`config.mk`:
```
export PLATFORM = sky130hd
export DESIGN_NAME = raster_pos_regs
export DESIGN_NICKNAME = d
export VERILOG_FILES = /design/src/rtl/vtp_pkg.sv /design/src/rtl/vtp_res_cfg.sv /design/src/rtl/vtp_axis_ctr.sv /design/src/rtl/vtp_readback.sv /design/src/rtl/raster_pos_regs.sv
export SDC_FILE = /design/constraint.sdc
export NUM_CORES = 1
export LEC_CHECK = 0
export ABC_AREA = 1
export BUFFER_PORTS_ARGS = -buffer_cell sky130_fd_sc_hd__buf_2
export CAP_MARGIN = 10
export CORE_MARGIN = 5
export CORE_UTILIZATION = 59
export DETAILED_ROUTE_END_ITERATION = 8
export PLACE_DENSITY = 0.87
export SYNTH_ARGS = -nofsm -noshare
export SYNTH_HDL_FRONTEND = slang
export SYNTH_HIERARCHICAL = 1
export SYNTH_SLANG_ARGS = --single-unit
```
`constraint.sdc`:
```
create_clock -name clk -period 5.7 [get_ports clk]
set_input_delay 0.855 -clock clk [delete_from_list [all_inputs] [get_ports clk]]
set_output_delay 0.855 -clock clk [all_outputs]
set_load 0.05 [all_outputs]
```
`src/rtl/vtp_pkg.sv`:
```
package vtp_pkg;

  localparam int COORD_W   = 12;
  localparam int WORD_W    = 32;
  localparam int OFS_W     = 4;
  localparam int HOLD_BIT  = 31;

  typedef enum logic [OFS_W-1:0] {
    OFS_POS  = 4'd0,
    OFS_MAX  = 4'd1,
    OFS_HWIN = 4'd2,
    OFS_VWIN = 4'd3
  } reg_ofs_e;

  // Two coordinate fields in one word: upper field above lower field.
  function automatic logic [WORD_W-1:0] pack_pair(
    input logic [COORD_W-1:0] hi,
    input logic [COORD_W-1:0] lo
  );
    logic [WORD_W-1:0] w;
    w = '0;
    w[2*COORD_W-1:COORD_W] = hi;
    w[COORD_W-1:0]         = lo;
    return w;
  endfunction

endpackage

```
`src/rtl/vtp_res_cfg.sv`:
```
module vtp_res_cfg #(
  parameter int CW       = vtp_pkg::COORD_W,
  parameter int DEF_XRES = 640,
  parameter int DEF_YRES = 480
) (
  input  logic          clk,
  input  logic          rst_n,
  input  logic          load,
  input  logic [CW-1:0] xres_in,
  input  logic [CW-1:0] yres_in,
  output logic          accept,
  output logic [CW-1:0] xlast,
  output logic [CW-1:0] ylast
);

  localparam logic [CW-1:0] DEF_XLAST = CW'(DEF_XRES - 1);
  localparam logic [CW-1:0] DEF_YLAST = CW'(DEF_YRES - 1);

  assign accept = load && (xres_in != '0) && (yres_in != '0);

  always_ff @(posedge clk) begin
    if (!rst_n) begin
      xlast <= DEF_XLAST;
      ylast <= DEF_YLAST;
    end else if (accept) begin
      xlast <= xres_in - CW'(1);
      ylast <= yres_in - CW'(1);
    end
  end

endmodule

```
`src/rtl/vtp_axis_ctr.sv`:
```
module vtp_axis_ctr #(
  parameter int CW = vtp_pkg::COORD_W
) (
  input  logic          clk,
  input  logic          rst_n,
  input  logic          clr,
  input  logic          step,
  input  logic [CW-1:0] last,
  output logic [CW-1:0] cnt,
  output logic          at_last
);

  assign at_last = (cnt == last);

  always_ff @(posedge clk) begin
    if (!rst_n || clr) begin
      cnt <= '0;
    end else if (step) begin
      cnt <= at_last ? '0 : cnt + CW'(1);
    end
  end

endmodule

```
`src/rtl/vtp_readback.sv`:
```
module vtp_readback #(
  parameter int CW = vtp_pkg::COORD_W,
  parameter int DW = vtp_pkg::WORD_W,
  parameter int AW = vtp_pkg::OFS_W,
  parameter int HB = vtp_pkg::HOLD_BIT
) (
  input  logic [AW-1:0] addr,
  input  logic          frozen,
  input  logic [CW-1:0] pos_x,
  input  logic [CW-1:0] pos_y,
  input  logic [CW-1:0] xlast,
  input  logic [CW-1:0] ylast,
  output logic [DW-1:0] rdata
);
  import vtp_pkg::*;

  always_comb begin
    rdata = '0;
    unique case (addr)
      OFS_POS: begin
        rdata     = pack_pair(pos_y, pos_x);
        rdata[HB] = frozen;
      end
      OFS_MAX:  rdata = pack_pair(ylast, xlast);
      OFS_HWIN: rdata = pack_pair('0, xlast);
      OFS_VWIN: rdata = pack_pair('0, ylast);
      default:  rdata = '0;
    endcase
  end

endmodule

```
`src/rtl/raster_pos_regs.sv`:
```
module raster_pos_regs #(
  parameter int CW       = vtp_pkg::COORD_W,
  parameter int DW       = vtp_pkg::WORD_W,
  parameter int AW       = vtp_pkg::OFS_W,
  parameter int DEF_XRES = 640,
  parameter int DEF_YRES = 480
) (
  input  logic          clk,
  input  logic          rst_n,
  input  logic          pix_en,
  input  logic          cfg_load,
  input  logic [CW-1:0] cfg_xres,
  input  logic [CW-1:0] cfg_yres,
  input  logic          bus_we,
  input  logic [AW-1:0] bus_addr,
  input  logic [DW-1:0] bus_wdata,
  output logic [DW-1:0] bus_rdata,
  output logic          frame_start
);
  import vtp_pkg::*;

  localparam int NAXIS = 2;

  logic          frozen;
  logic          cfg_ok;
  logic [CW-1:0] xlast, ylast;
  logic [CW-1:0] pos_x, pos_y;
  logic          adv;
  logic [NAXIS-1:0]         ax_step, ax_end;
  logic [NAXIS-1:0][CW-1:0] ax_last, ax_cnt;
  logic          unused_wdata;

  assign unused_wdata = ^bus_wdata;

  vtp_res_cfg #(.CW(CW), .DEF_XRES(DEF_XRES), .DEF_YRES(DEF_YRES)) i_res (
    .clk(clk), .rst_n(rst_n), .load(cfg_load),
    .xres_in(cfg_xres), .yres_in(cfg_yres),
    .accept(cfg_ok), .xlast(xlast), .ylast(ylast)
  );

  // Freeze control: only the hold bit of a write to the position word counts.
  always_ff @(posedge clk) begin
    if (!rst_n) begin
      frozen <= 1'b0;
    end else if (bus_we && (bus_addr == OFS_POS)) begin
      frozen <= bus_wdata[HOLD_BIT];
    end
  end

  assign adv        = pix_en && !frozen;
  assign ax_last[0] = xlast;
  assign ax_last[1] = ylast;
  assign ax_step[0] = adv;
  assign ax_step[1] = adv && ax_end[0];

  for (genvar a = 0; a < NAXIS; a++) begin : g_axis
    vtp_axis_ctr #(.CW(CW)) i_ctr (
      .clk(clk), .rst_n(rst_n), .clr(cfg_ok),
      .step(ax_step[a]), .last(ax_last[a]),
      .cnt(ax_cnt[a]), .at_last(ax_end[a])
    );
  end

  assign pos_x = ax_cnt[0];
  assign pos_y = ax_cnt[1];

  always_ff @(posedge clk) begin
    if (!rst_n) begin
      frame_start <= 1'b0;
    end else begin
      frame_start <= adv && !cfg_ok && (&ax_end);
    end
  end

  vtp_readback #(.CW(CW), .DW(DW), .AW(AW)) i_rb (
    .addr(bus_addr), .frozen(frozen),
    .pos_x(pos_x), .pos_y(pos_y),
    .xlast(xlast), .ylast(ylast),
    .rdata(bus_rdata)
  );

endmodule

```
### Word-level counts from Yosys, hierarchy flattened

Cells that the tools add are included.

* register bits after elaboration: 50
* bits of input ports: 65
* output and inout bits: 33
* logic and storage cells: 33

* add/sub/neg operators: 4
* equal/unequal tests: 5
* multiplexer cells: 3
* reduce and logical (&&, ||, !) cells: 15

Operators by type and width (count)
* $pmux 32 s4: 1
* $add 12x1->12 const B: 2
* $eq 12x12->1: 2
* $mux 12: 2
* $reduce_bool 12->1: 2
* $sub 12x1->12 const B: 2
* $eq 4x2->1 const B: 2
* $logic_and 1x1->1: 7
* $eq 4x1->1 const B: 1
* $logic_not 4->1: 1
* $logic_not 1->1: 3
* $reduce_and 2->1: 1
* $logic_or 1x1->1: 1

### Logic depth before layout (Yosys ltp)

* depth in word-level cells: 6
* depth in mapped cells: 14
* mapped depth without buffers: 14

### Modules after synthesis

Netlist, hierarchy kept.

By module, submodules not included
* vtp_axis_ctr: times used 2, cells each 123, area each 773.2 um^2, sequential area each 240.2 um^2
* vtp_res_cfg: times used 1, cells each 240, area each 1515.2 um^2, sequential area each 480.5 um^2
* vtp_readback: times used 1, cells each 172, area each 848.3 um^2, sequential area each 0.0 um^2
* raster_pos_regs: times used 1, cells each 18, area each 117.6 um^2, sequential area each 40.0 um^2

### Worst setup path before layout

No wires, ideal clock.

* kind: input to output
* start point: input port bus_addr[3]
* end point: output port bus_rdata[9]
* arrival time: 1.764 ns
* data required time: 4.845 ns
* path slack: 3.081 ns
* cell stages on the path: 7
* buffers on the path: 2
* cells stage by stage: nor2_4 buf_6 buf_4 nand3_1 nand2_1 inv_1 nand2_1

* cells in the longest elaborated chain, start to end: 2
* elaborated cells on any way between the ends: 5
* classes of those cells: eq/ne: 3; mux: 1; reduce/logical: 1

RTL lines
* from (decl): line raster_pos_regs.sv:15 `input logic [AW-1:0] bus_addr,`
* $eq 4x2->1, or another cell as far along: line vtp_readback.sv:19 `unique case (addr)`
* $pmux 32 s4 (*): line vtp_readback.sv:19
* to (decl): line raster_pos_regs.sv:17 `output logic [DW-1:0] bus_rdata,`

Mark *: on every way between the ends. The rest lies on a longest branch, timed or not.

### Worst setup path after layout

* start point: input port bus_addr[3]
* end point: output port bus_rdata[10]

The elaborated chain is that of the path after synthesis.

==> impl_metrics.csv <==
group,metric,value,unit
outcome,outcome,"completed",
sta,setup_viol,0,
finish,stdcell_area,0.00432,mm2
clocking,cts_buffers,5,
sta,period_share,61.4,%
finish,multi_input_area,0.00244,mm2
worst_setup_path,path_class,"in2out",
sta,fmax,286,MHz
clocking,cts_setup_buffers,0,
route,num_vias,4176,
clocking,cts_tree,"done",
clocking,clk_pin_slew,0.09,ns
synth,syn_area,0.00403,mm2
sta,maxSlewHeadroom,46.7,%
synth,synth_area_leaders,"dfxtp_1, nand2_1, nand3_1",
finish,layout_commonest_cell,"nand2_1",
worst_setup_path,crit_chain,"buf_2, nor2_4, buf_4, nand3_1, nand2_1, inv_1, nand2_1, buf_2",
synth,ys_warn_count,6,
worst_setup_path,cp-start-kind,"input pin",
clocking,post_cts_resized,0,
synth,netlist_instances,676,
clocking,clock_latency,0.30,ns
placement,dp.final_hpwl,7530,um
worst_setup_path,crit_family,"simple AND/OR/NAND/NOR gates",
placement,gp_congestion,0.934,
finish,register_area,0.00100,mm2
placement,placed_area,0.00421,mm2
clocking,cts_sinks,50,
global_routing,grt_pass1_wl,16100,um
route,drc,0,
sta,tns,0,ns
sta,min_period,3.50,ns
route,routed_wl,9730,um
die,rows,30,
job,cap_violations,0,
hold_path,hp-class,"reg2reg",
synth,ys_seq_area_share,24.9,%
sta,fin_skew,0.00353,ns
finish,antenna_cells,0,
route,firstDrtPassIters,5,
global_routing,grt_antenna_before_repair,0,
worst_setup_path,cp-end-kind,"primary output",
global_routing,grt_usage,22.6,%
worst_setup_path,crit_buf_inv,4,
worst_setup_path,cp.arrival,2.65,ns
global_routing,grt_overflow,0,
die,die_area,0.00858,mm2
synth,synth_largest_area_cell,"dfxtp_1",
route,routedWlPerCell,12.2,um
finish,drive_gt1_share,15.0,%
finish,final_cells,799,
power_and_ir_drop,p_per_area,186,mW/mm2
clocking,cts_root_buf,"clkbuf_8",
finish,nets,789,
route,drtIter0Drc,299,
clocking,htree_levels,2,
route,antenna_left,0,
die,start_util,59.9,%
placement,placed_cells,791,
clocking,hold_buffers,0,
placement,port_buffers,59,
worst_setup_path,worstPathMaxFanout,38,
synth,ys_types,26,
sta,slew_viol_final,0,
die,die_w,92.6,um
synth,ys_seq_elements,50,
worst_setup_path,worstPathRequired,4.85,ns
die,ios,98,
power_and_ir_drop,leakagePower,0.00224,uW
die,core,0.00672,mm2
sta,hold_viol,0,
power_and_ir_drop,power.total,802,uW
worst_setup_path,slowest_stage,"nor2_4",
sta,max_slew.worst_pin.slew,0.797,ns
finish,synthToLayoutAreaGrowth,7.27,%
die,die_h,92.6,um
clocking,clockBufferDepth,2,
sta,rsz0062_at_grt,"no",
finish,fill_cells,653,
global_routing,grt_max_degree,39,
finish,final_cell_mix,"nand2_1, nand3_1, inv_1",
synth,avgSynthCellArea,5.96,um2
route,avgViaCountPerCell,5.23,
worst_setup_path,cpPeakStageDelay,0.63,ns
synth,synth_top_area_share,24.9,%
power_and_ir_drop,worst_ir_drop_vdd,0.0000982,V
global_routing,grt_pass1_vias,3629,
sta,whs,0.525,ns
[area by class of cell]
| class | count | share of cell area (%) |
|---|---|---|
| Timing Repair Buffer | 60 | 7.01 |
| Sequential cell | 50 | 23.2 |
| Clock buffer | 5 | 1.59 |
| Multi-Input combinational cell | 505 | 56.6 |
| Tap cell | 80 | 2.32 |
| Inverter | 96 | 8.34 |
| Clock inverter | 3 | 1.01 |
[layer usage]
metal  global-route usage, %  wire [um]  vias up
met5                       0          0        -
met4                    7.33        232        0
met3                    3.01        736       23
met2                    38.4       4470      163
met1                    29.4       4290     1846
li1                        -          -     2144
[flip-flops by register name, indices dropped and copies added, names as in the netlist]
name              cells
frozen                1
g_axis.i_ctr/cnt     24
i_res/xlast          12
i_res/ylast          12
frame_start           1
[where the power goes]
group          leakage (uW)  switching [uW]  total [uW]  internal (uW)
Combinational       0.00177             118         169           50.6
Clock             0.0000585             118         250            132
Sequential         0.000410            21.2         384            363
Total               0.00224             257         802            545
[through the flow]
step	setup WS [ns]	util [%]
after floorplan	3.08	-
after global placement	2.29	62.6
after detailed placement	2.23	62.6
after CTS	2.22	64.3
after global routing	2.09	64.3
final	2.20	64.3
[logic make-up (layout without fill, tap and decap cells)]
family                     count (synthesis)  after routing  synth area share, %
other                                      1              7               0.0931
DFF                                       50             50                 24.9
AOI/OAI and AO/OA                          6              6                0.746
and+or+nand+nor                          453            453                 50.2
xor gates and xnor gates                  33             33                 7.18
buffers and inverters                    127            164                 15.0
adders and majority gates                  6              6                 1.86
[path summary, 6_finish.rpt]
check	start	slack (ns)	cells after the start	end
setup / recovery	bus_addr[3]	2.20	8	bus_rdata[10]
hold / removal	i_res/ylast[0]$_SDFFE_PN1P_	0.52	2	i_res/ylast[0]$_SDFFE_PN1P_
setup reg to reg	g_axis[0].i_ctr/cnt[8]$_SDFFE_PP0P_	3.38	11	g_axis[1].i_ctr/cnt[11]$_SDFFE_PP0P_
hold reg to reg	i_res/ylast[0]$_SDFFE_PN1P_	0.52	2	i_res/ylast[0]$_SDFFE_PN1P_
[cell usage after synthesis, drive strengths merged]
library cell / count
clkbuf: 3
xnor2: 17
nor2: 104
nor4: 2
nand3b: 3
nor3: 5
xor2: 16
nand2: 223
nand4: 18
dfxtp: 50
o21ai: 6
buf: 28
ha: 6
nand3: 98
inv: 96
conb: 1
[worst register-to-register path: stages, from the launching register on]
cell     delay (ns)
dfxtp_1        0.53
xnor2_1        0.17
nand2_1        0.09
nor4_1         0.27
nand2_1        0.17
inv_1          0.22
nand3_1        0.13
nor2_1         0.15
nand2_1        0.11
nor2_1         0.17
xnor2_1        0.14
nor2_1         0.07
No activity file was read; power rests on OpenSTA's default activity.
